File: config.mk
export PLATFORM = sky130hd
export DESIGN_NAME = scl_wavegen
export DESIGN_NICKNAME = d
export VERILOG_FILES = /design/src/rtl/scl_wavegen.sv
export SDC_FILE = /design/constraint.sdc
export NUM_CORES = 1
export LEC_CHECK = 0
export BUFFER_PORTS_ARGS = -buffer_cell sky130_fd_sc_hd__buf_2
export CORE_MARGIN = 2
export CORE_UTILIZATION = 60
export CTS_CLUSTER_DIAMETER = 150
export DETAILED_ROUTE_END_ITERATION = 7
export GPL_ROUTABILITY_DRIVEN = 0
export PLACE_DENSITY = 0.85
export SYNTH_ARGS = -nofsm -noshare
export SYNTH_HDL_FRONTEND = slang
export SYNTH_SLANG_ARGS = --single-unit
File: constraint.sdc
create_clock -name clk -period 3.4 [get_ports clk]
set_input_delay 1.02 -clock clk [delete_from_list [all_inputs] [get_ports clk]]
set_output_delay 1.02 -clock clk [all_outputs]
set_load 0.02 [all_outputs]
File: src/rtl/scl_wavegen.sv
module scl_wavegen #(
  parameter int DIV_W     = 8,
  parameter int EXP_W     = 3,
  parameter bit CLAMP_EXP = 1'b0,
  parameter int EXP_CAP   = 5
) (
  input  logic                       clk,
  input  logic                       rst_n,
  input  logic                       en,
  input  logic [2*DIV_W+EXP_W-1:0]   cfg_word,
  input  logic                       scl_in,
  output logic                       scl_pull_low,
  output logic                       fall_tick,
  output logic                       rise_tick,
  output logic                       stretching
);
  localparam int CFG_W = 2*DIV_W + EXP_W;
  localparam int CNT_W = DIV_W + (1 << EXP_W) + 1;

  typedef enum logic [1:0] {S_OFF, S_LOW, S_HIGH} phase_t;

  phase_t             state;
  logic [CNT_W-1:0]   cnt;
  logic [DIV_W-1:0]   hi_div_q;
  logic [EXP_W-1:0]   exp_q;
  logic               fall_q, rise_q;

  wire [DIV_W-1:0] lo_div_in = cfg_word[DIV_W-1:0];
  wire [DIV_W-1:0] hi_div_in = cfg_word[2*DIV_W-1:DIV_W];
  wire [EXP_W-1:0] exp_in    = cfg_word[CFG_W-1:2*DIV_W];

  function automatic logic [EXP_W-1:0] eff_exp(input logic [EXP_W-1:0] e);
    if (CLAMP_EXP && int'(e) > EXP_CAP) return EXP_W'(EXP_CAP);
    return e;
  endfunction

  // counter load = phase length - 1 = div * 2^e + 1
  function automatic logic [CNT_W-1:0] load_of(input logic [DIV_W-1:0] d,
                                               input logic [EXP_W-1:0] e);
    return (CNT_W'(d) << eff_exp(e)) + CNT_W'(1);
  endfunction

  always_ff @(posedge clk or negedge rst_n) begin
    if (!rst_n) begin
      state    <= S_OFF;
      cnt      <= '0;
      hi_div_q <= '0;
      exp_q    <= '0;
      fall_q   <= 1'b0;
      rise_q   <= 1'b0;
    end else if (!en) begin
      state  <= S_OFF;
      cnt    <= '0;
      fall_q <= 1'b0;
      rise_q <= 1'b0;
    end else begin
      fall_q <= 1'b0;
      rise_q <= 1'b0;
      unique case (state)
        S_OFF, S_HIGH: begin
          if (state == S_OFF || (scl_in && cnt == '0)) begin
            state    <= S_LOW;
            cnt      <= load_of(lo_div_in, exp_in);
            hi_div_q <= hi_div_in;
            exp_q    <= exp_in;
            fall_q   <= 1'b1;
          end else if (scl_in) begin
            cnt <= cnt - CNT_W'(1);
          end
        end
        S_LOW: begin
          if (cnt == '0) begin
            state  <= S_HIGH;
            cnt    <= load_of(hi_div_q, exp_q);
            rise_q <= 1'b1;
          end else begin
            cnt <= cnt - CNT_W'(1);
          end
        end
        default: state <= S_OFF;
      endcase
    end
  end

  assign scl_pull_low = (state == S_LOW);
  assign fall_tick    = fall_q;
  assign rise_tick    = rise_q;
  assign stretching   = (state == S_HIGH) && !scl_in;


  off_release_chk: assert property (@(posedge clk) disable iff (!rst_n)
    !en |=> (!scl_pull_low && !fall_tick && !rise_tick));


  fall_in_low_chk: assert property (@(posedge clk) disable iff (!rst_n)
    fall_tick |-> scl_pull_low);


  rise_after_low_chk: assert property (@(posedge clk) disable iff (!rst_n)
    rise_tick |-> (!scl_pull_low && $past(scl_pull_low)));


  stall_hold_chk: assert property (@(posedge clk) disable iff (!rst_n)
    (state == S_HIGH && !scl_in && en) |=> (state == S_HIGH && cnt == $past(cnt)));


  low_count_chk: assert property (@(posedge clk) disable iff (!rst_n)
    (state == S_LOW && cnt != '0 && en) |=> (scl_pull_low && cnt == $past(cnt) - CNT_W'(1)));
endmodule

Yosys cells after proc, flatten, opt, wreduce, memory -nomap -nowiden
Cells that the tools add are included.
{"block": "word_totals", "regBits": 32, "latchBits": 0, "ram_bits": 0, "rom_bits": 0, "in_bits": 23, "out_inout_bits": 4, "word_cells": 42, "n_memories": 0}
{"block": "op_classes", "n_addsub": 3, "n_mul": 0, "n_div": 0, "magnitude_cmp": 0, "n_eq_ne": 6, "n_shift": 2, "n_mux": 15, "bitwise_logic": 0, "n_reduce_logical": 10}
{"op": "17-bit two-way mux", "count": 4}
{"op": "17-bit by 1-bit adder with 17-bit output (second input constant)", "count": 2}
{"op": "17-bit case mux with 2 select lines", "count": 1}
{"op": "8-bit by 3-bit << shifter with 17-bit output", "count": 2}
{"op": "17-bit logical NOT", "count": 1}
{"op": "17-bit by 1-bit subtractor with 17-bit output (second input constant)", "count": 1}
{"op": "1-bit two-way mux", "count": 6}
{"op": "2-bit two-way mux", "count": 3}
{"op": "4-bit inequality test (second input constant)", "count": 1}
{"op": "2-bit case mux with 2 select lines", "count": 1}
{"op": "2-bit AND reduction", "count": 2}
{"op": "3-bit by 1-bit inequality test with 1-bit output (second input constant)", "count": 1}
{"op": "3-bit by 2-bit inequality test with 1-bit output (second input constant)", "count": 1}
{"op": "3-bit inequality test (second input constant)", "count": 1}
{"op": "3-bit AND reduction", "count": 1}
{"op": "2-bit by 1-bit equality test with 1-bit output (second input constant)", "count": 1}
{"op": "2-bit equality test (second input constant)", "count": 1}
{"op": "1-bit logical AND", "count": 2}
{"op": "2-bit logical NOT", "count": 1}
{"op": "2-bit OR reduction", "count": 1}
{"op": "1-bit logical NOT", "count": 1}
{"op": "1-bit logical OR", "count": 1}

Logic depth before layout (Yosys ltp)
Gate-level depths: netlist (run 1).
{"block": "logic_depth", "ltp_word": 6, "depth_mapped": 11, "mapped_depth_nobuf": 10}

Worst setup path after synthesis (run 1)
No wires, ideal clock.
{"block": "synth_timing", "path_kind": "input to register", "startpoint": "input cfg_word[18]", "endpoint": "register cnt[10]", "setup_ps": 104, "arrival_ps": 2956, "required_ps": 3296, "slack_ps": 340, "cell_stages": 10, "n_path_buf": 3, "path_cell_list": "clkbuf_1 -> clkbuf_1 -> clkbuf_1 -> nor2_1 -> ha_1 -> nor3b_1 -> nand2_1 -> a2111oi_1 -> a221oi_1 -> a221oi_1"}
{"block": "synth_between", "elab_chain_cells": 5}
{"element": "start, declared", "line": "10", "rtl": "input logic [2*DIV_W+EXP_W-1:0] cfg_word,"}
{"element": "8-bit by 3-bit << shifter with 17-bit output", "line": "40", "rtl": "return (CNT_W'(d) << eff_exp(e)) + CNT_W'(1);"}
{"element": "17-bit by 1-bit adder with 17-bit output", "line": "40"}
{"element": "17-bit two-way mux", "line": "61", "rtl": "if (state == S_OFF || (scl_in && cnt == '0)) begin"}
{"element": "17-bit case mux with 2 select lines", "line": "59", "rtl": "unique case (state)"}
{"element": "17-bit two-way mux", "line": "51", "rtl": "end else if (!en) begin"}
{"element": "end signal, assigned", "line": "63", "rtl": "cnt <= load_of(lo_div_in, exp_in);"}
{"element": "end signal, assigned", "line": "68", "rtl": "cnt <= cnt - CNT_W'(1);"}
{"element": "end signal, assigned", "line": "74", "rtl": "cnt <= load_of(hi_div_q, exp_q);"}
{"element": "end, declared", "line": "23", "rtl": "logic [CNT_W-1:0] cnt;"}
Every way passes these cells.
A chain may end at the register's enable or synchronous reset.

Worst setup path in the final report (run 1)
{"block": "layout_timing", "startpoint": "input cfg_word[17]", "endpoint": "register cnt[8]"}
Same word-level chain as after synthesis.

==> results of run 1 <==
-- worst reg2reg max path: stages (launching register included) --
cell	delay [ns]
dfrtp_1	0.45
or4_4	0.60
or4_4	0.59
o211ai_4	0.44
nand2b_1	0.27
o2bb2ai_1	0.12
a211o_1	0.23
-- cell usage after synthesis (3+ instances only) --
library cell and n:
a21o_1 3, a21oi_1 17, a221oi_1 3, a31oi_1 5, buf_1 3, buf_2 6, clkbuf_1 10, dfrtp_1 32
ha_1 4, inv_1 7, mux2_2 12, mux2i_1 15, nand2_1 58, nand3_1 9, nand3b_1 6, nand4_1 4
nor2_1 27, nor2b_1 5, nor3_1 12, nor3b_1 4, nor4_1 4, o2111ai_1 3, o211ai_1 5, o21a_1 3
o21ai_0 29, o21ai_1 3, o31ai_1 6, or2_2 5, or3_1 3, xnor2_1 7, xor2_1 8
-- state kept, by name, indices dropped and copies added (netlist names) --
register	flops
cnt	17
hi_div_q	8
exp_q	3
state	2
fall_tick	1
rise_tick	1
-- power by group through the flow --
| stage | clock network (mW) | logic [mW] | registers (mW) |
|---|---|---|---|
| 2_1_floorplan | 0 | 1.32 | 0.663 |
| 3_3_place_gp | 0 | 1.60 | 0.709 |
| 3_5_place_dp | 0 | 1.64 | 0.716 |
| 4_1_cts | 0.413 | 1.67 | 0.712 |
| 5_1_grt | 0.431 | 1.85 | 0.740 |
| 6_report | 0.409 | 1.69 | 0.720 |
-- cells by family (layout without fill, tap and decap cells) --
logic type,count (synthesis),after routing
AO/OA/AOI/OAI,107,107
XOR/XNOR,15,15
adder cells (fa/ha/maj),4,4
buffers and inverters,32,52
flip-flops,32,32
multiplexers,28,28
AND/OR/NAND/NOR,153,153
-- through the flow --
stage          utilization [%]  worst slack [ns]
3_5_place_dp             65.91            0.1336
4_1_cts                  68.58            0.4260
5_1_grt                  68.58            0.1799
2_1_floorplan                -            0.3398
3_3_place_gp             65.91            0.2768
6_report                 68.58            0.4168
-- layout make-up --
cell class,instances,share of cell area (%)
timing repair buffer,34,5.871
tap,67,2.588
clock buffer,7,2.974
clock inverter,1,0.9270
inverter,10,1.197
sequential,32,24.72
multi-input combinational,307,61.72
-- final timing paths --
kind / from / end / slack [ns] / cells after the start
worst max-delay path: cfg_word[17] / cnt[8]$_DFFE_PN0P_ / 0.42 / 10
worst min-delay path: cnt[16]$_DFFE_PN0P_ / cnt[16]$_DFFE_PN0P_ / 0.50 / 1
worst max register to register: cnt[9]$_DFFE_PN0P_ / cnt[7]$_DFFE_PN0P_ / 0.61 / 6
worst min register to register: cnt[16]$_DFFE_PN0P_ / cnt[16]$_DFFE_PN0P_ / 0.50 / 1
max in group asynchronous: rst_n / exp_q[1]$_DFFE_PN0P_ / 2.13 / 1
min in group asynchronous: rst_n / state[0]$_DFFE_PN0P_ / 0.79 / 1
-- routing by layer --
metal | routed length, µm | share of wire, %
met1 | 3432 | 44
met2 | 3761 | 48
met3 | 462 | 5.9
met4 | 137 | 1.8
met5 | 0 | 0
==> key figures, run 1 <==
Route
  • Drt drc: 0
  • Vias per cell: 6.384
  • Post-route ant nets: 0
  • WL/cell: 17.02 µm
  • WL final: 7.793 mm
  • Iter 0 DRT Violations: 302
  • Pre-Repair DR Iteration Count: 5
  • Via count: 2924

Floorplanning
  • Initial Util: 62.33%
  • Core area: 4723 µm²
  • Overall die area: 5483 µm²
  • Top-level I/O count: 27
  • Die width: 74.05 µm
  • Die H: 74.05 µm
  • Placement Rows: 25

Worst setup path
  • Slowest-stage cell, CP: a2111oi_1
  • Setup CP Type: in -> reg
  • Crit path buf inv count: 1
  • Crit-path max cell delay: 0.50 ns
  • CP Cell Sequence: buf_2 -> or2_2 -> nor2_1 -> ha_1 -> nor3b_1 -> nand2_1 -> a2111oi_1 -> xnor2_1 -> nor2_1 -> o221ai_1
  • Crit-path max FO: 20
  • Worst path most repeated cell: nor2_1
  • Critical Path Start Type: input port
  • Top delay family on crit path: simple AND/OR/NAND/NOR gates
  • CP endpoint kind: register
  • WP data required: 3.56 ns
  • Data arrival, critical path: 3.14 ns

Timing
  • Setup Skew: 0.001880 ns
  • Slew HR: 49.81%
  • Setup TNS Final: 0 ns
  • Max Transition Viols Final: 0
  • Period utilization: 87.74%
  • Final hold violation count: 0
  • Worst-Margin Slew: 0.7529 ns
  • Max Clock Freq: 335.2 MHz
  • Min Tclk post-route: 2.983 ns
  • # setup viols final: 0
  • Worst Hold Slack: 0.5016 ns
  • Unrepaired setup endpoints after global routing: no

Placed design
  • Post-DP Area: 3113 µm²
  • DP Cell Count: 450
  • Port bufs: 26
  • Post-DP HPWL: 5.631 mm

Logic synthesis
  • Xor-xnor portion of the synthesized cell area: 4.462%
  • Compound-cell area share of the yosys netlist: 25.20%
  • Sequential area share after synthesis: 27.20%
  • Syn Nets: 398
  • Synthesized instance count: 371
  • Multiplexer area fraction after synthesis: 10.45%
  • Main flop type after synthesis: dfrtp_1
  • Synth Warn #: 0
  • Area leader, netlist: dfrtp_1
  • EDFF count, synth: 0
  • Main combinational cell family by area after synthesis: simple AND/OR/NAND/NOR gates
  • Synth Cell Area: 2944 µm²
  • Share of the synthesized area in the top cell type: 27.20%
  • Post-Synth Adder-Cell Area: 1.700%
  • Mean Syn Cell Area: 7.936 µm²
  • Asr flop ratio synth: 100.0%
  • Unique masters post-synth: 73
  • Synth top area cells: dfrtp_1, nand2_1, mux2i_1
  • Seq cells post-synth: 32
  • Post-synthesis simple-gate area fraction: 26.09%

GRT
  • Initial antenna violation count: 0
  • First-pass GRT wire length: 12.81 mm
  • Met3 GRT Util: 5.285%
  • Met1 GRT Util: 41.41%
  • GR Util met2: 48.21%
  • Most Used Layer, Global Route: met2
  • Vias in the first global route: 2672
  • GR Util All Layers: 30.11%
  • Gr ovfl total: 0
  • Largest net degree at the start of global routing: 33

Clock network
  • Root buffer cell: clkbuf_8
  • Worst-Skew Late Latency: 0.29 ns
  • CTS resizes: 0
  • Number of H-tree levels: 2
  • Inserted Clock Buffers: 5
  • Sink Count: 32
  • CTS max path bufs: 2
  • CTS tree: built
  • Clock-pin slew on the worst setup and hold paths: 0.07 ns
  • Hold Buf Count CTS: 0
  • Post-CTS setup buffers: 0

Pwr
  • Leakage: 1.401 nW
  • Final Power: 2.823 mW
  • Peak supply drop: 0.4774 mV
  • NetSw: 1.379 mW
  • Clk network pwr share: 14.5%
  • Sw frac: 48.84%
  • Pwr/cell area: 871.5 nW/µm²
  • Combinational power share: 60.0%
  • Seq pwr share: 25.5%
  • Internal power: 1.444 mW

Outcome
  • Status: complete, no violations

Job
  • Max-cap violations: 0

Hold path
  • Hold crit path type: reg -> reg

Final layout
  • Fin nets: 417
  • Syn-to-layout area delta: 10.03%
  • Share of layout cells above drive strength 1: 19.18%
  • Most frequent cells in the layout: nand2_1, dfrtp_1, o21ai_0
  • Final non-filler cell total: 458
  • Fillers: 399
  • Commonest non-fill, non-tap cell in the layout: nand2_1
  • Final Cell Area: 3239 µm²
  • Area of the multi-input gates: 1999 µm²
  • Ant. Diodes: 0
  • Reg area: 800.8 µm²
Power figures use the tool's default switching activity.
==> run 2, diff against run 1 <==
CORE_UTILIZATION = 26   (was 60)
PLACE_DENSITY = 0.46   (was 0.85)
REMOVE_ABC_BUFFERS = 1   (was not set)
==> run 2 against run 1 <==
  * Die area increased by 120%
  * Worst hold slack got worse by 0.015 ns
  * Maximum frequency up 4.8%
  * Worst setup slack better by 0.14 ns
  * Combinational power hardly changed
  * Sequential power is 2% higher
  * First-iteration DRC count is 40% lower
  * Flip-flop and latch count stayed put
  * Register-to-register slack lost 0.06 ns
  * Highest routed layer unchanged
==> key figures, run 2 (synthesis results as in run 1) <==
Worst setup path
  • CP Cell Sequence: or4_4 -> or4_4 -> o211ai_4 -> nand2b_1 -> o2bb2ai_1 -> a211o_1 (was buf_2 -> or2_2 -> nor2_1 -> ha_1 -> nor3b_1 -> nand2_1 -> a2111oi_1 -> xnor2_1 -> nor2_1 -> o221ai_1)
  • Setup slack, reg-to-reg: 0.55 ns (was 0.61 ns)
  • Worst path most repeated cell: or4_4 (was nor2_1)
  • Data arrival, critical path: 3.02 ns (was 3.14 ns)
  • Worst r2r dst: cnt[7]$_DFFE_PN0P_ (unchanged)
  • Setup CP Type: reg -> reg (was in -> reg)
  • Crit path buf inv count: 0 (was 1)
  • Cell depth of the worst flop-to-flop path: 6 (unchanged)
  • Crit-path max FO: 17 (was 20)
  • Slowest-stage cell, CP: or4_4 (was a2111oi_1)
  • Top delay family on crit path: simple AND/OR/NAND/NOR gates (unchanged)
  • Crit-path max cell delay: 0.60 ns (was 0.50 ns)
  • Critical R2R Launch: cnt[9]$_DFFE_PN0P_ (unchanged)
  • CP endpoint kind: register (unchanged)
  • WP data required: 3.57 ns (was 3.56 ns)
  • Critical Path Start Type: register (was input port)

Final layout
  • Regs by FF count: cnt x17, hi_div_q x8, exp_q x3 (unchanged)
  • Commonest non-fill, non-tap cell in the layout: nand2_1 (unchanged)
  • Most frequent cells in the layout: nand2_1, dfrtp_1, o21ai_0 (unchanged)
  • Area of the multi-input gates: 1999 µm² (unchanged)
  • Biggest register: cnt (unchanged)
  • Ant. Diodes: 0 (unchanged)
  • Syn-to-layout area delta: 15.30% (was 10.03%)
  • Fin nets: 420 (was 417)
  • Share of layout cells above drive strength 1: 19.80% (was 19.18%)
  • Fillers: 1175 (was 399)
  • Reg area: 800.8 µm² (unchanged)
  • Largest register FFs: 17 (unchanged)

Clock network
  • Number of H-tree levels: 2 (unchanged)
  • CTS tree: built (unchanged)
  • Post-CTS setup buffers: 0 (unchanged)
  • Inserted Clock Buffers: 5 (unchanged)
  • Root buffer cell: clkbuf_16 (was clkbuf_8)
  • Clock-pin slew on the worst setup and hold paths: 0.06 ns (was 0.07 ns)
  • CTS max path bufs: 2 (unchanged)
  • Sink Count: 32 (unchanged)
  • Hold Buf Count CTS: 0 (unchanged)
  • CTS resizes: 0 (unchanged)
  • Worst-Skew Late Latency: 0.28 ns (was 0.29 ns)

Timing
  • Min Tclk post-route: 2.848 ns (was 2.983 ns)
  • Max Clock Freq: 351.2 MHz (was 335.2 MHz)
  • Setup TNS Final: 0 ns (unchanged)
  • Setup Skew: 0.006567 ns (was 0.001880 ns)
  • # setup viols final: 0 (unchanged)
  • Max Transition Viols Final: 0 (unchanged)
  • Slew HR: 46.85% (was 49.81%)
  • Worst-Margin Slew: 0.7973 ns (was 0.7529 ns)
  • Final worst slack: 0.5524 ns (was 0.4168 ns)
  • Final hold violation count: 0 (unchanged)
  • Unrepaired setup endpoints after global routing: no (unchanged)
  • Period utilization: 83.75% (was 87.74%)

GRT
  • Initial antenna violation count: 0 (unchanged)
  • Vias in the first global route: 2765 (was 2672)
  • Largest net degree at the start of global routing: 33 (unchanged)
  • Gr ovfl total: 0 (unchanged)
  • First-pass GRT wire length: 14.42 mm (was 12.81 mm)
  • GR Util All Layers: 14.39% (was 30.11%)

Hold path
  • Hold crit path type: reg -> reg (unchanged)
  • Hold path cells: 1 (unchanged)
  • Hold Path Origin: cnt[16]$_DFFE_PN0P_ (unchanged)
  • Hold EP: cnt[16]$_DFFE_PN0P_ (unchanged)

Pwr
  • Sw frac: 47.99% (was 48.84%)
  • Leakage: 1.432 nW (was 1.401 nW)
  • Peak supply drop: 0.2374 mV (was 0.4774 mV)
  • Internal power: 1.533 mW (was 1.444 mW)
  • Combinational power share: 57.2% (was 60.0%)
  • Pwr/cell area: 868.5 nW/µm² (was 871.5 nW/µm²)
  • Clk network pwr share: 17.9% (was 14.5%)
  • NetSw: 1.415 mW (was 1.379 mW)
  • Seq pwr share: 24.9% (was 25.5%)

Floorplanning
  • Placement Rows: 38 (was 25)
  • Die width: 110.4 µm (was 74.05 µm)
  • Die H: 110.4 µm (was 74.05 µm)
  • Overall die area: 12190 µm² (was 5483 µm²)
  • Top-level I/O count: 27 (unchanged)
  • Initial Util: 26.92% (was 62.33%)
  • Core area: 10940 µm² (was 4723 µm²)

Job
  • Max-cap violations: 0 (unchanged)

Route
  • Drt drc: 0 (unchanged)
  • Pre-Repair DR Iteration Count: 4 (was 5)
  • Vias per cell: 5.279 (was 6.384)
  • Iter 0 DRT Violations: 182 (was 302)
  • WL final: 8.664 mm (was 7.793 mm)
  • Post-route ant nets: 0 (unchanged)
  • Via count: 2819 (was 2924)
  • WL/cell: 16.22 µm (was 17.02 µm)

Placed design
  • Port bufs: 26 (unchanged)
  • Post-DP HPWL: 6.440 mm (was 5.631 mm)
  • Dpl ws: 0.2759 ns (was 0.1336 ns)

Outcome
  • Status: complete, no violations (unchanged)
[run 2: cell count changes in the layout (fill, tap and decap cells not counted), sizes merged]
cell,delta
clkbuf,-2
clkinv,+1
buf,+3
clkinvlp,+1
[run 2: power by group through the flow]
stage / clock network [mW] / registers (mW) / logic (mW)
6_report: 0.529 / 0.735 / 1.68
5_1_grt: 0.557 / 0.765 / 1.88
4_1_cts: 0.537 / 0.730 / 1.69
3_5_place_dp: 0 / 0.736 / 1.68
3_3_place_gp: 0 / 0.737 / 1.68
2_1_floorplan: 0 / 0.726 / 1.19
[run 2: per-layer routing]
layer / global-route usage (%) / part of all wire (%)
met1: 20.77 / 50
met2: 22.00 / 45
met5: 0 / 0
met3: 1.921 / 3.4
met4: 4.917 / 1.5
[run 2: cell type report]
class                   instances  share of cell area (%)
well taps                     140                   5.160
repair buffers                 37                   6.266
clock buffers                   5                   3.686
multi-input cells             307                   58.90
flip-flops and latches         32                   23.59
clock inverters                 3                   1.253
inverters                      10                   1.143
[run 2: per-stage QoR]
| step | instances | area (µm²) | power [mW] | utilization (%) | hold slack [ns] |
|---|---|---|---|---|---|
| final | 534 | 3395 | 2.948 | 31.04 | 0.4869 |
| after global routing | 534 | 3395 | 3.206 | 31.04 | 0.5276 |
| after CTS | 534 | 3395 | 2.954 | 31.04 | 0.4850 |
| after detailed placement | 526 | 3227 | 2.415 | 29.51 | 0.4776 |
| after global placement | 526 | 3227 | 2.417 | 29.51 | 0.4816 |
| after floorplan | 349 | 2839 | 1.911 | - | 0.4486 |
[run 2: worst max path at each step]
stage / startpoint / to / slack, ns / cells past startpoint
final: cnt[9]$_DFFE_PN0P_ / cnt[7]$_DFFE_PN0P_ / 0.55 / 6
after detailed placement: cfg_word[17] / cnt[8]$_DFFE_PN0P_ / 0.28 / 11
after global placement: cfg_word[17] / cnt[8]$_DFFE_PN0P_ / 0.32 / 11
after global routing: cfg_word[17] / cnt[8]$_DFFE_PN0P_ / 0.40 / 11
after CTS: cfg_word[17] / cnt[8]$_DFFE_PN0P_ / 0.56 / 11
after floorplan: cfg_word[16] / cnt[10]$_DFFE_PN0P_ / 0.60 / 9
